<file path="src/rtl/sfs_pkg.sv">
package sfs_pkg;

  typedef enum logic [3:0] {
    ST_IDLE,
    ST_WEN,
    ST_WGAP,
    ST_RCMD,
    ST_RDAT,
    ST_RCHK,
    ST_OPC,
    ST_ADR,
    ST_DUM,
    ST_WFETCH,
    ST_WBYTE,
    ST_RBYTE,
    ST_RPUSH,
    ST_FIN
  } seq_state_e;

  localparam logic [1:0] FAM_PAGED = 2'd2;
  localparam logic [1:0] FAM_STD_B = 2'd1;

  localparam logic [7:0] CMD_WEN      = 8'h06;
  localparam logic [7:0] CMD_STAT     = 8'h05;
  localparam logic [7:0] CMD_FILL     = 8'h00;
  localparam logic [7:0] CMD_RD_FAST  = 8'h0B;
  localparam logic [7:0] CMD_RD_SLOW  = 8'h03;
  localparam logic [7:0] CMD_PROG_STD = 8'h02;
  localparam logic [7:0] CMD_PROG_PG  = 8'h82;
  localparam logic [7:0] CMD_ERA_A    = 8'hD8;
  localparam logic [7:0] CMD_ERA_B    = 8'h20;
  localparam logic [7:0] CMD_ERA_PG   = 8'h81;

  typedef struct packed {
    logic [7:0] rd;
    logic [7:0] prog;
    logic [7:0] erase;
    logic       wen;
  } opset_t;

endpackage

</file>
<file path="src/rtl/sfs_opsel.sv">
module sfs_opsel
  import sfs_pkg::*;
#(
  parameter int LEN_W      = 16,
  parameter int STD_WR_LEN = 256,
  parameter int PB_WR_LEN  = 264
) (
  input  logic [1:0]       family,
  input  logic             slow_read,
  output opset_t           ops,
  output logic [LEN_W-1:0] wr_len
);

  localparam logic [LEN_W-1:0] STD_LEN_V = LEN_W'(STD_WR_LEN);
  localparam logic [LEN_W-1:0] PB_LEN_V  = LEN_W'(PB_WR_LEN);

  always_comb begin
    ops.rd = slow_read ? CMD_RD_SLOW : CMD_RD_FAST;
    if (family == FAM_PAGED) begin
      ops.prog  = CMD_PROG_PG;
      ops.erase = CMD_ERA_PG;
      ops.wen   = 1'b0;
      wr_len    = PB_LEN_V;
    end else begin
      ops.prog  = CMD_PROG_STD;
      ops.erase = (family == FAM_STD_B) ? CMD_ERA_B : CMD_ERA_A;
      ops.wen   = 1'b1;
      wr_len    = STD_LEN_V;
    end
  end

endmodule

</file>
<file path="src/rtl/sfs_poll_timer.sv">
module sfs_poll_timer #(
  parameter int LIM_W = 16
) (
  input  logic             clk,
  input  logic             rst_n,
  input  logic             clr,
  input  logic             en,
  input  logic [LIM_W-1:0] limit,
  output logic             expired
);

  logic [LIM_W-1:0] cnt_q;
  logic [LIM_W-1:0] cnt_d;
  logic             cnt_en;

  assign expired = (cnt_q >= limit);

  always_comb begin
    cnt_en = clr || (en && !expired);
    cnt_d  = clr ? '0 : cnt_q + 1'b1;
  end

  always_ff @(posedge clk or negedge rst_n) begin
    if (!rst_n) begin
      cnt_q <= '0;
    end else if (cnt_en) begin
      cnt_q <= cnt_d;
    end
  end

endmodule

</file>
<file path="src/rtl/sfs_byte_ctr.sv">
module sfs_byte_ctr #(
  parameter int W = 16
) (
  input  logic         clk,
  input  logic         rst_n,
  input  logic         clr,
  input  logic         inc,
  output logic [W-1:0] cnt
);

  logic [W-1:0] cnt_q;
  logic [W-1:0] cnt_d;
  logic         cnt_en;

  always_comb begin
    cnt_en = clr || inc;
    cnt_d  = clr ? '0 : cnt_q + 1'b1;
  end

  always_ff @(posedge clk or negedge rst_n) begin
    if (!rst_n) begin
      cnt_q <= '0;
    end else if (cnt_en) begin
      cnt_q <= cnt_d;
    end
  end

  assign cnt = cnt_q;

endmodule

</file>
<file path="src/rtl/sflash_seq.sv">
module sflash_seq
  import sfs_pkg::*;
#(
  parameter int LEN_W      = 16,
  parameter int LIM_W      = 16,
  parameter int STD_WR_LEN = 256,
  parameter int PB_WR_LEN  = 264
) (
  input  logic             clk,
  input  logic             rst_n,
  input  logic             start,
  input  logic [1:0]       op,
  input  logic [1:0]       family,
  input  logic             slow_read,
  input  logic [23:0]      addr,
  input  logic [LEN_W-1:0] len,
  input  logic [LIM_W-1:0] wel_limit,
  output logic             busy,
  output logic             done,
  output logic             err,
  output logic [LEN_W-1:0] sent_count,
  input  logic [7:0]       wr_data,
  input  logic             wr_valid,
  output logic             wr_ready,
  output logic [7:0]       rd_data,
  output logic             rd_valid,
  input  logic             rd_ready,
  output logic             cs_n,
  output logic             x_req,
  output logic [7:0]       x_tx,
  input  logic             x_ack,
  input  logic [7:0]       x_rx
);

  seq_state_e       state_q, state_d;
  logic [1:0]       op_q, fam_q;
  logic             slow_q;
  logic [23:0]      addr_q;
  logic [LEN_W-1:0] len_q;
  logic [LIM_W-1:0] lim_q;
  logic [1:0]       idx_q;
  logic [7:0]       tx_q, rx_q;
  logic             err_q;

  logic             take;
  logic [1:0]       fam_eff;
  logic             slow_eff;
  opset_t           ops;
  logic [LEN_W-1:0] wr_len;
  logic             is_read, is_prog;
  logic [LEN_W-1:0] tgt;
  logic [LEN_W-1:0] cnt;
  logic             cnt_inc;
  logic             last_byte;
  logic             expired;
  logic             poll_en;
  logic [7:0]       main_opc;
  logic [7:0]       adr_byte;
  seq_state_e       data_entry;
  logic             idx_clr, idx_inc;
  logic             tx_en, rx_en;

  assign take     = (state_q == ST_IDLE) && start;
  assign fam_eff  = (state_q == ST_IDLE) ? family : fam_q;
  assign slow_eff = (state_q == ST_IDLE) ? slow_read : slow_q;

  sfs_opsel #(
    .LEN_W     (LEN_W),
    .STD_WR_LEN(STD_WR_LEN),
    .PB_WR_LEN (PB_WR_LEN)
  ) u_opsel (
    .family   (fam_eff),
    .slow_read(slow_eff),
    .ops      (ops),
    .wr_len   (wr_len)
  );

  assign is_read = (op_q == 2'b00);
  assign is_prog = (op_q == 2'b01);

  always_comb begin
    if (is_read)      tgt = len_q;
    else if (is_prog) tgt = (len_q < wr_len) ? len_q : wr_len;
    else              tgt = '0;
  end

  assign cnt_inc   = ((state_q == ST_WBYTE) && x_ack) ||
                     ((state_q == ST_RPUSH) && rd_ready);
  assign last_byte = ((cnt + 1'b1) == tgt);

  sfs_byte_ctr #(.W(LEN_W)) u_cnt (
    .clk  (clk),
    .rst_n(rst_n),
    .clr  (take),
    .inc  (cnt_inc),
    .cnt  (cnt)
  );

  assign poll_en = (state_q == ST_RCMD) || (state_q == ST_RDAT) ||
                   (state_q == ST_RCHK);

  sfs_poll_timer #(.LIM_W(LIM_W)) u_timer (
    .clk    (clk),
    .rst_n  (rst_n),
    .clr    (state_q == ST_WGAP),
    .en     (poll_en),
    .limit  (lim_q),
    .expired(expired)
  );

  always_comb begin
    if (is_read)      main_opc = ops.rd;
    else if (is_prog) main_opc = ops.prog;
    else              main_opc = ops.erase;
  end

  always_comb begin
    case (idx_q)
      2'd0:    adr_byte = addr_q[23:16];
      2'd1:    adr_byte = addr_q[15:8];
      default: adr_byte = addr_q[7:0];
    endcase
  end

  always_comb begin
    if (cnt == tgt)   data_entry = ST_FIN;
    else if (is_read) data_entry = ST_RBYTE;
    else              data_entry = ST_WFETCH;
  end

  // next-state process
  always_comb begin
    state_d = state_q;
    case (state_q)
      ST_IDLE:   if (start) state_d = ((op == 2'b00) || !ops.wen) ? ST_OPC : ST_WEN;
      ST_WEN:    if (x_ack) state_d = ST_WGAP;
      ST_WGAP:   state_d = ST_RCMD;
      ST_RCMD:   if (x_ack) state_d = ST_RDAT;
      ST_RDAT:   if (x_ack) state_d = ST_RCHK;
      ST_RCHK: begin
        if (rx_q[1])      state_d = ST_OPC;
        else if (expired) state_d = ST_FIN;
        else              state_d = ST_RCMD;
      end
      ST_OPC:    if (x_ack) state_d = ST_ADR;
      ST_ADR: begin
        if (x_ack && (idx_q == 2'd2)) state_d = (is_read && !slow_q) ? ST_DUM : data_entry;
      end
      ST_DUM:    if (x_ack) state_d = data_entry;
      ST_WFETCH: if (wr_valid) state_d = ST_WBYTE;
      ST_WBYTE:  if (x_ack) state_d = last_byte ? ST_FIN : ST_WFETCH;
      ST_RBYTE:  if (x_ack) state_d = ST_RPUSH;
      ST_RPUSH:  if (rd_ready) state_d = last_byte ? ST_FIN : ST_RBYTE;
      ST_FIN:    state_d = ST_IDLE;
      default:   state_d = ST_IDLE;
    endcase
  end

  assign idx_clr = (state_q == ST_OPC) && x_ack;
  assign idx_inc = (state_q == ST_ADR) && x_ack;
  assign tx_en   = (state_q == ST_WFETCH) && wr_valid;
  assign rx_en   = x_ack && ((state_q == ST_RDAT) || (state_q == ST_RBYTE));

  // register process
  always_ff @(posedge clk or negedge rst_n) begin
    if (!rst_n) begin
      state_q <= ST_IDLE;
    end else begin
      state_q <= state_d;
    end
  end

  always_ff @(posedge clk or negedge rst_n) begin
    if (!rst_n) begin
      op_q   <= '0;
      fam_q  <= '0;
      slow_q <= 1'b0;
      addr_q <= '0;
      len_q  <= '0;
      lim_q  <= '0;
    end else if (take) begin
      op_q   <= op;
      fam_q  <= family;
      slow_q <= slow_read;
      addr_q <= addr;
      len_q  <= len;
      lim_q  <= wel_limit;
    end
  end

  always_ff @(posedge clk or negedge rst_n) begin
    if (!rst_n) begin
      idx_q <= '0;
    end else if (idx_clr || idx_inc) begin
      idx_q <= idx_clr ? 2'd0 : idx_q + 2'd1;
    end
  end

  always_ff @(posedge clk or negedge rst_n) begin
    if (!rst_n) begin
      tx_q <= '0;
    end else if (tx_en) begin
      tx_q <= wr_data;
    end
  end

  always_ff @(posedge clk or negedge rst_n) begin
    if (!rst_n) begin
      rx_q <= '0;
    end else if (rx_en) begin
      rx_q <= x_rx;
    end
  end

  always_ff @(posedge clk or negedge rst_n) begin
    if (!rst_n) begin
      err_q <= 1'b0;
    end else if (take || (state_q == ST_RCHK)) begin
      err_q <= !take && !rx_q[1] && expired;
    end
  end

  // outputs decoded from the state register
  always_comb begin
    case (state_q)
      ST_WEN:   x_tx = CMD_WEN;
      ST_RCMD:  x_tx = CMD_STAT;
      ST_OPC:   x_tx = main_opc;
      ST_ADR:   x_tx = adr_byte;
      ST_WBYTE: x_tx = tx_q;
      default:  x_tx = CMD_FILL;
    endcase
  end

  always_comb begin
    case (state_q)
      ST_WEN, ST_RCMD, ST_RDAT, ST_OPC, ST_ADR, ST_DUM, ST_WBYTE, ST_RBYTE:
        x_req = 1'b1;
      default:
        x_req = 1'b0;
    endcase
  end

  always_comb begin
    case (state_q)
      ST_WEN, ST_RCMD, ST_RDAT, ST_OPC, ST_ADR, ST_DUM,
      ST_WFETCH, ST_WBYTE, ST_RBYTE, ST_RPUSH:
        cs_n = 1'b0;
      default:
        cs_n = 1'b1;
    endcase
  end

  assign busy       = (state_q != ST_IDLE);
  assign done       = (state_q == ST_FIN);
  assign err        = err_q;
  assign sent_count = cnt;
  assign wr_ready   = (state_q == ST_WFETCH);
  assign rd_valid   = (state_q == ST_RPUSH);
  assign rd_data    = rx_q;

endmodule

</file>
<file path="config.mk">
export PLATFORM = sky130hd
export DESIGN_NAME = sflash_seq
export DESIGN_NICKNAME = d
export VERILOG_FILES = /design/src/rtl/sfs_pkg.sv /design/src/rtl/sfs_opsel.sv /design/src/rtl/sfs_poll_timer.sv /design/src/rtl/sfs_byte_ctr.sv /design/src/rtl/sflash_seq.sv
export SDC_FILE = /design/constraint.sdc
export NUM_CORES = 1
export LEC_CHECK = 0
export CORE_UTILIZATION = 30
export DETAILED_ROUTE_END_ITERATION = 12
export HOLD_SLACK_MARGIN = 0.05
export PLACE_DENSITY = 0.47
export REMOVE_ABC_BUFFERS = 1
export SKIP_LAST_GASP = 1
export SYNTH_ARGS = -nofsm -noshare
export SYNTH_HDL_FRONTEND = slang
export SYNTH_SLANG_ARGS = --single-unit
export TNS_END_PERCENT = 20
</file>
<file path="constraint.sdc">
create_clock -name clk -period 6.1 [get_ports clk]
set_input_delay 0.915 -clock clk [delete_from_list [all_inputs] [get_ports clk]]
set_output_delay 0.915 -clock clk [all_outputs]
set_load 0.01 [all_outputs]
</file>
* Word level (Yosys, flattened, before mapping) *
Memory sizes are Yosys's and may differ from the RTL's.
Cells that the tools add are included.

storage, ports and cells
  flip-flop bits (word level) = 116
  bits in read-only memories = 32
  input bits = 83
  output and inout bits = 39
  word-level logic and storage cells = 119
  memories = 2

cells by class
  add/subtract/negate cells = 3
  magnitude comparators = 2
  eq/ne operators = 31
  multiplexer cells = 36
  reductions and logical operators = 32

memories
  name             words  bits a word  read ports  clocked after Yosys merged registers in  wr ports  line               source
  (no name shown)  16     1            1           0                                        0         sflash_seq.sv:236  case (state_q)
  (no name shown)  16     1            1           0                                        0         sflash_seq.sv:245  case (state_q)

operators by type and width
  kind                                                                   number
  16-bit two-way mux                                                     5
  4-bit two-way mux                                                      16
  4-bit case mux with 13 select lines                                    1
  8-bit case mux with 5 select lines                                     1
  16-bit by 1-bit adder with 16-bit output, second input constant        2
  16-bit equality test                                                   2
  4-bit equality test, second input constant                             6
  8-bit two-way mux                                                      3
  2-bit != test, second input constant                                   10
  17-bit two-way mux                                                     1
  4-bit by 3-bit equality test with 1-bit output, second input constant  4
  16-bit >= comparator                                                   1
  16-bit less-than comparator                                            1
  8-bit case mux with 2 select lines                                     1
  1-bit logical AND                                                      12
  3-bit two-way mux                                                      4
  11-bit AND reduction                                                   1
  1-bit logical OR                                                       9
  4-bit by 2-bit equality test with 1-bit output, second input constant  2
  2-bit by 1-bit equality test with 1-bit output, second input constant  3
  2-bit zero test                                                        3
  2-bit two-way mux                                                      3
  1-bit zero test                                                        5
  2-bit equality test, second input constant                             2
  6 further kinds                                                        6

* Logic depth before layout (Yosys ltp) *
Gate-level depths: netlist of the first run.

  depth in word-level cells = 13
  mapped depth = 14
  gate-level depth less buffers = 13

* Hierarchy *
A second synthesis of the first run with hierarchy kept.

second synthesis, totals
  cell total of the unflattened synthesis = 855
  area, all modules = 8022.7 um^2

modules (own cells, without submodules)
  module          instances  cells an instance  area an instance (um^2)  seq. area each (um^2)
  sflash_seq      1          576                5549.1                   2102.0
  sfs_poll_timer  1          151                1262.5                   400.4
  sfs_byte_ctr    1          82                 872.1                    400.4
  sfs_opsel       1          46                 339.1                    0.0

* Least setup slack after synthesis of the first run *
No wires, ideal clock.

  kind = register to register
  start = register state_q[1]
  end = register state_q[1]
  library setup time = 0.124 ns
  arrival = 3.083 ns
  required time = 5.976 ns
  setup slack = 2.893 ns
  cell stages (with the launch flop) = 15
  clock period less this slack = 3.207 ns
  cells stage by stage = dfrtp_1 or2_2 nor2_1 inv_1 nand2_1 nand2_1 ha_1 a31oi_1 nor3_2 buf_4 a2111oi_0 o21ai_0 nor4_1 nor2_1 a211o_1

on the way
  cells in the longest elaborated chain, start to end = 13
  elaborated cells between the ends (all ways) = 46
  those cells by class = 1 x order compare; 26 x eq/ne; 15 x mux; 4 x reduce/logical

ends and longest elaborated chain
  element                              line                                 source
  start, declared                      sflash_seq.sv:35                     seq_state_e state_q, state_d;
  start signal, assigned               sflash_seq.sv:169                    state_q <= state_d;
  4-bit zero test                      sflash_seq.sv:64, sflash_seq.sv:134
  2-bit two-way mux                    sflash_seq.sv:64                     assign fam_eff = (state_q == ST_IDLE) ? family : fam_q;
  2-bit equality test                  sfs_opsel.sv:19                      if (family == FAM_PAGED) begin
  4-bit two-way mux                    sfs_opsel.sv:19
  16-bit less-than comparator          sflash_seq.sv:83                     else if (is_prog) tgt = (len_q < wr_len) ? len_q : wr_len;
  16-bit two-way mux (2 in series)     sflash_seq.sv:83
  16-bit two-way mux                   sflash_seq.sv:82                     if (is_read) tgt = len_q;
  16-bit equality test                 sflash_seq.sv:126                    if (cnt == tgt) data_entry = ST_FIN;
  3-bit two-way mux                    sflash_seq.sv:126
  4-bit two-way mux (2 in series)      sflash_seq.sv:147                    if (x_ack && (idx_q == 2'd2)) state_d = (is_read && !slow_q) ? ST_DUM : data_entry;
  4-bit case mux with 13 select lines  sflash_seq.sv:134                    case (state_q)

Parallel ways exist; a longest one is shown, timed or not. The select of a mux whose other input is x is not followed.
A chain may end at the register's enable or synchronous reset.

* Final worst setup path of the first run *
  start = register state_q[0]
  end = output port x_tx[0]

on the way
  cells in the longest elaborated chain, start to end = 7
  elaborated cells between the ends (all ways) = 12
  those cells by class = 6 x eq/ne; 5 x mux; 1 x reduce/logical

ends and longest elaborated chain
  element                               line               source
  4-bit zero test                       sflash_seq.sv:64
  2-bit two-way mux                     sflash_seq.sv:64
  2-bit equality test                   sfs_opsel.sv:19
  17-bit two-way mux                    sfs_opsel.sv:19
  8-bit two-way mux                     sflash_seq.sv:113  else if (is_prog) main_opc = ops.prog;
  8-bit two-way mux                     sflash_seq.sv:112  if (is_read) main_opc = ops.rd;
  8-bit case mux with 5 select lines *  sflash_seq.sv:225  case (state_q)
  end, declared                         sflash_seq.sv:30   output logic [7:0] x_tx,

Mark *: on every way between the ends. The rest lies on a longest branch, timed or not.

==> summary.txt, run 1 <==
Clock network
  – Number of gates resized after cts: 0
  – CTS Buf Count: 17
  – Root buf cell: clkbuf_16
  – Maximum clock path buffer count: 2
  – Postcts setup bufs: 0
  – Clock Sinks: 116
  – Worst skew pair latency: 0.42 ns
  – Hold_buf cts: 0
  – Clock transition at path regs: 0.06 ns
  – CTS tree: done
  – Max H-tree Level: 4

Power
  – P_leak: 3.83 nW
  – PD cells: 436 mW/mm^2
  – VDD IR max: 0.159 mV
  – Design Power: 0.00389 W

Run
  – Max Cap Viol: 0

Worst setup path
  – Critical R2R Launch: state_q[0]
  – Startpoint type of the worst setup path: flip-flop
  – R2R Setup Slk: 1.94 ns
  – CP max FO: 23
  – FF-to-FF End: state_q[1]
  – CP Cell Sequence: or2_2 > nor2_1 > inv_1 > nand2_1 > nand2_1 > ha_1 > a21o_1 > a32oi_1 > o21ai_0 > clkdlybuf4s50_1
  – CP required: 5.18 ns
  – Crit Path Class: flip-flop to primary output
  – Slowest cell on the critical path: dfrtp_1
  – FF-to-FF path depth: 11
  – CP peak stage delay: 0.63 ns
  – Worst path most repeated cell: nand2_1
  – Worst setup EP type: primary output
  – Critical Path AT: 3.44 ns

Floorplan
  – Row count: 55
  – Chip width: 154 um
  – Starting density of the core: 0.305
  – Core box area: 0.0226 sq mm
  – # IOs: 122
  – Die extent in y: 154 um
  – Die area: 0.0237 sq mm

Global routing
  – GRT Total Usage: 0.183
  – Global-route wire length before repair: 33,700 um
  – Global route overflow: 0
  – Largest net degree at the start of global routing: 83
  – Initial antenna violation count: 0
  – Vias in the first global route: 6,084

Synth
  – Post-Syn Area: 0.00692 sq mm
  – Yosys top cell area share: 0.420
  – Synth area leader: dfrtp_1
  – Cells after synthesis: 820
  – Post-synth EDFFs: 0
  – YS warnings: 0
  – Synth area leaders: dfrtp_1 (42%), nand2_1 (11%), o21ai_0 (4.8%)
  – Commonest cells post-synth: nand2_1 (195), dfrtp_1 (116), o21ai_0 (67)
  – Async SR Flop Fraction: 1.00
  – Syn avg cell area: 8.43 sq um
  – Main synth FF type: dfrtp_1
  – Sequential fraction of the synthesis area: 0.420
  – Most frequent cell after synthesis: nand2_1
  – Number of synthesized register bits: 116
  – Distinct cell type count of the synthesized netlist: 63

Timing
  – Hold Violations, Final: 0
  – Final Max Tran Viols: 0
  – Skew final: 0.0120 ns
  – Least-Margin Pin Slew: 0.976 ns
  – Final setup fails: 0
  – Min Tclk post-route: 4.36 ns
  – Fmax: 0.229 GHz
  – Setup TNS: 0 ns
  – RSZ-0062 raised after global routing: no
  – Ratio of final minimum period to clock period: 0.715
  – Slew Limit Headroom: 0.350

Cells and area
  – Layout cells sized above 1: 0.0791
  – Number of antenna diodes: 0
  – Area grow syn2layout: 29.1%
  – Fin nets: 1,031
  – Fill cells: 2,307

Drt
  – Routed Antenna Nets: 0
  – Final WL: 20,500 um
  – Via density: 5.03
  – Pre-antenna DRT Iters: 5
  – DR iter-0 viols: 440
  – WL per Instance: 16.8 um
  – Vias: 6,139
  – Drc violations: 0

Placement
  – Placer Congestion: 0.894
  – PortBufs: 121
  – Post-DP HPWL: 14,500 um

Worst hold path
  – HP Class: flip-flop to flip-flop
  – Hold Crit Endpoint: addr_q[18]
  – Hold path cells: 2
  – HP Start: addr_q[18]

Status
  – Status: complete, no violations
-- layout by cell type (no fill, tap or decap), types with 6 or more instances in the layout --
cell type        Yosys  routed
clkbuf_16            0      17
or2_2                6       6
xnor2_1             32      32
a21o_1               7       7
o31ai_1              6       6
ha_1                24      24
o21ai_0             67      67
dfrtp_1            116     116
inv_1               41      41
mux2_2              18      18
nand2_1            195     195
nor4_1               7       7
nor2b_1              6       6
nand3_1             16      16
a31oi_1             10      10
nor3_1              15      15
nand4_1             10      10
a21oi_1             32      31
xor2_1               6       6
clkdlybuf4s50_1      0     120
nor2_1              62      62
a211oi_1             8       8
a22o_1               6       6
-- cells by family (layout without fill, tap and decap cells) --
family / count (synthesis) / in the layout / share of synthesized area
DFF: 116 / 116 / 0.420
adders and majority gates: 25 / 25 / 0.0449
and+or+nand+nor: 360 / 360 / 0.241
muxes: 21 / 21 / 0.0336
buffers and inverters: 81 / 197 / 0.0467
AOI/OAI and AO/OA: 179 / 179 / 0.166
xor gates and xnor gates: 38 / 38 / 0.0481
-- metrics by stage --
| stage | hold WS, ns | setup slack, ns | utilization | instances | cell area [sq um] |
|---|---|---|---|---|---|
| 5_1_grt | 0.498 | 1.47 | 0.394 | 1221 | 8930 |
| 6_report | 0.474 | 1.74 | 0.394 | 1221 | 8930 |
| 2_1_floorplan | 0.445 | 2.69 | - | 780 | 6750 |
| 3_3_place_gp | 0.461 | 2.08 | 0.369 | 1190 | 8350 |
| 3_5_place_dp | 0.465 | 1.98 | 0.369 | 1190 | 8350 |
| 4_1_cts | 0.481 | 1.71 | 0.394 | 1221 | 8930 |
-- worst max-delay path by stage --
stage               startpoint         end  slack (ns)
floorplan           state_q[1]  state_q[1]        2.69
global placement    state_q[1]  state_q[1]        2.08
detailed placement  state_q[1]  state_q[1]        1.98
CTS                 state_q[1]     x_tx[0]        1.71
global route        state_q[1]     x_tx[3]        1.47
finish              state_q[0]     x_tx[0]        1.74
-- sequential cells by signal, indices dropped and copies added, names as in the netlist --
name / count
rd_data: 8
slow_q: 1
fam_q: 2
idx_q: 2
addr_q: 24
u_timer.cnt_q: 16
u_cnt.cnt: 16
err: 1
len_q: 16
op_q: 2
state_q: 4
lim_q: 16
tx_q: 8
-- critical path: cells and delay by family, from the launching register on --
family	cells	cell delay, ns
flops	1	0.63
simple gates	4	0.95
fa+ha+maj	1	0.25
buf+inv	2	0.69
compound gates	3	0.50
-- power breakdown --
group	internal (W)	total [W]	switching, W
Clock	0.000628	0.000996	0.000368
Combinational	0.000702	0.00151	0.000805
Sequential	0.00105	0.00139	0.000336
Total	0.00238	0.00389	0.00151
-- metal layers --
metal  global-route usage  share of wire
met5                    0              0
met3               0.0386          0.042
met1                0.252           0.49
met4               0.0529          0.012
met2                0.289           0.46
-- cell type report --
cell class                      count  area [sq um]  area share
Inverter                           41           154      0.0172
Multi-Input combinational cell    623          3700       0.414
Timing Repair Buffer              125          1240       0.139
Clock buffer                       22           474      0.0531
Tap cell                          285           357      0.0399
Clock inverter                      9           104      0.0116
Sequential cell                   116          2900       0.325
Power figures use the tool's default switching activity.
==> run 2, diff against run 1 <==
--- a/config.mk
+++ b/config.mk
@@ -8,7 +8,7 @@
 export CORE_UTILIZATION = 30
 export DETAILED_ROUTE_END_ITERATION = 12
 export HOLD_SLACK_MARGIN = 0.05
-export PLACE_DENSITY = 0.47
+export PLACE_DENSITY = 0.49
 export REMOVE_ABC_BUFFERS = 1
 export SKIP_LAST_GASP = 1
 export SYNTH_ARGS = -nofsm -noshare
==> constraint.sdc (replaced) <==
create_clock -name clk -period 3.9 [get_ports clk]
set_input_delay 0.585 -clock clk [delete_from_list [all_inputs] [get_ports clk]]
set_output_delay 0.585 -clock clk [all_outputs]
set_load 0.01 [all_outputs]
==> run 2 against run 1 <==
  * Final cell count increased by 0.98%
  * Via count rose by 1.1%
  * Worst hold slack worse by 0.26 ns
  * Non-clock buffer count increased by 11
  * Critical endpoint unchanged
  * Largest power group unchanged
  * Highest routed layer unchanged
==> summary.txt, run 2 (same netlist as run 1, synthesis figures left out) <==
Timing
  – Slew Limit Headroom: 0.266 (was 0.350)
  – Fmax: 0.283 GHz
  – Final Max Tran Viols: 0 (unchanged)
  – Least-Margin Pin Slew: 1.10 ns (was 0.976 ns)
  – Skew final: 0.0114 ns (was 0.0120 ns)
  – Setup TNS: 0 ns (unchanged)
  – Ratio of final minimum period to clock period: 0.905
  – Min Tclk post-route: 3.53 ns
  – Final setup fails: 0 (unchanged)
  – Hold slack: 0.217 ns (was 0.474 ns)
  – Hold Violations, Final: 0 (unchanged)
  – Final worst setup slack: 0.372 ns (was 1.74 ns)
  – RSZ-0062 raised after global routing: no (unchanged)

Placement
  – Post-DP HPWL: 14,800 um (was 14,500 um)
  – PortBufs: 121 (unchanged)
  – Placer Congestion: 0.869 (was 0.894)
  – Dpl ws: 0.344 ns (was 1.98 ns)

Worst setup path
  – Crit Path Class: flip-flop to primary output (unchanged)
  – Startpoint type of the worst setup path: flip-flop (unchanged)
  – CP max FO: 6 (was 23)
  – FF-to-FF path depth: 10 (was 11)
  – FF-to-FF End: state_q[1] (unchanged)
  – R2R Setup Slk: 0.44 ns (was 1.94 ns)
  – Critical R2R Launch: state_q[3] (was state_q[0])
  – CP required: 3.31 ns (was 5.18 ns)
  – Worst setup EP type: primary output (unchanged)
  – Critical Path AT: 2.94 ns (was 3.44 ns)

Clock network
  – Postcts setup bufs: 0 (unchanged)
  – CTS Buf Count: 17 (unchanged)
  – Worst skew pair latency: 0.42 ns (about the same)
  – CTS tree: done (unchanged)
  – Clock transition at path regs: 0.07 ns (was 0.06 ns)
  – Hold_buf cts: 0 (unchanged)
  – Root buf cell: clkbuf_16 (unchanged)
  – Maximum clock path buffer count: 2 (unchanged)
  – Max H-tree Level: 4 (unchanged)
  – Clock Sinks: 116 (unchanged)
  – Number of gates resized after cts: 0 (unchanged)

Global routing
  – Largest net degree at the start of global routing: 64 (was 83)
  – Global route overflow: 0 (unchanged)
  – Global-route wire length before repair: 33,500 um (was 33,700 um)
  – GRT Total Usage: 0.181 (was 0.183)
  – Initial antenna violation count: 0 (unchanged)
  – Vias in the first global route: 6,098 (was 6,084)

Floorplan
  – Core box area: 0.0226 sq mm (unchanged)
  – Starting density of the core: 0.305 (unchanged)
  – Die extent in y: 154 um (unchanged)
  – Chip width: 154 um (unchanged)
  – # IOs: 122 (unchanged)
  – Die area: 0.0237 sq mm (unchanged)
  – Row count: 55 (unchanged)

Drt
  – Drc violations: 0 (unchanged)
  – Routed Antenna Nets: 0 (unchanged)
  – WL per Instance: 16.6 um (was 16.8 um)
  – Max Used Layer: met4 (unchanged)
  – Met2 WL: 9590 um (was 9430 um)
  – Pre-antenna DRT Iters: 5 (unchanged)
  – Routed length on met1: 9710 um (was 9920 um)
  – DR iter-0 viols: 322 (was 440)
  – Vias: 6,207 (was 6,139)
  – Via density: 5.03 (about the same)
  – Final WL: 20,400 um (was 20,500 um)
  – Met3 Wirelength: 839 um (was 862 um)

Cells and area
  – Max FFs per register: 24 (unchanged)
  – Largest Register: addr_q (unchanged)
  – Fin nets: 1,042 (was 1,031)
  – Number of antenna diodes: 0 (unchanged)
  – Final core occ: 0.399 (was 0.394)
  – Commonest non-fill, non-tap cell in the layout: nand2_1 (unchanged)
  – Area grow syn2layout: 30.8% (was 29.1%)
  – Layout cells sized above 1: 0.0918 (was 0.0791)
  – Commonest cells after routing, fill and taps aside: nand2_1 (195), clkdlybuf4s50_1 (120), dfrtp_1 (116) (unchanged)

Power
  – VDD IR max: 0.317 mV (was 0.159 mV)
  – Logic pwr share: 0.409 (was 0.387)
  – P_leak: 3.90 nW (was 3.83 nW)
  – Pint: 0.00381 W (was 0.00238 W)
  – Sequential cell fraction of total power: 0.331 (was 0.357)
  – Clk pwr share: 0.260 (was 0.256)
  – PD cells: 686 mW/mm^2 (was 436 mW/mm^2)
  – Switching part of the total power: 0.385 (was 0.388)
  – Net Sw Power: 0.00239 W (was 0.00151 W)

Status
  – Status: complete, no violations (unchanged)

Worst hold path
  – HP Class: input port to async pin (was flip-flop to flip-flop)

Run
  – Max Cap Viol: 0 (unchanged)
-- run 2: worst max path at each step --
stage / startpoint / end / slack [ns] / cells past startpoint
5_1_grt: state_q[3] / x_tx[0] / 0.13 / 10
2_1_floorplan: state_q[1] / state_q[1] / 0.49 / 11
4_1_cts: state_q[3] / x_tx[0] / 0.24 / 10
6_report: state_q[3] / x_tx[0] / 0.37 / 10
3_3_place_gp: state_q[1] / state_q[1] / 0.40 / 10
3_5_place_dp: state_q[1] / state_q[1] / 0.34 / 10
-- run 2: final cells by class --
| class | instances | area (sq um) |
|---|---|---|
| Fill cell | 2301 | 13600 |
| Multi-Input combinational cell | 623 | 3690 |
| Sequential cell | 116 | 2900 |
| Timing Repair Buffer | 136 | 1330 |
| Clock buffer | 19 | 443 |
| Tap cell | 285 | 357 |
| Clock inverter | 13 | 159 |
| Inverter | 41 | 154 |
-- run 2: stage by stage --
step	area, sq um	power [W]	std cells
4_1_cts	9040	0.00627	1233
6_report	9040	0.00620	1233
5_1_grt	9040	0.00669	1233
3_5_place_dp	8440	0.00462	1201
2_1_floorplan	6750	0.00359	780
3_3_place_gp	8440	0.00462	1201
-- run 2: critical path: stages, from the launching register on --
cell and delay, ns:
dfrtp_1 0.37, or2_0 0.34, nor2_2 0.25, inv_1 0.14, nand2_1 0.09, nand2_1 0.07
ha_1 0.25, a21o_1 0.18, a32oi_1 0.17, o21ai_0 0.16, clkdlybuf4s50_1 0.52
-- run 2: power by group through the flow --
stage	registers [W]	clock network, W	logic [W]
after floorplan	0.00204	0	0.00155
after global placement	0.00207	0	0.00254
after detailed placement	0.00208	0	0.00254
after CTS	0.00206	0.00165	0.00256
after global routing	0.00213	0.00172	0.00284
final	0.00205	0.00161	0.00253
-- run 2: layer usage --
metal	track usage	up-vias
li1	-	3077
met4	0.0552	0
met2	0.291	140
met5	0	-
met3	0.0327	18
met1	0.247	2972
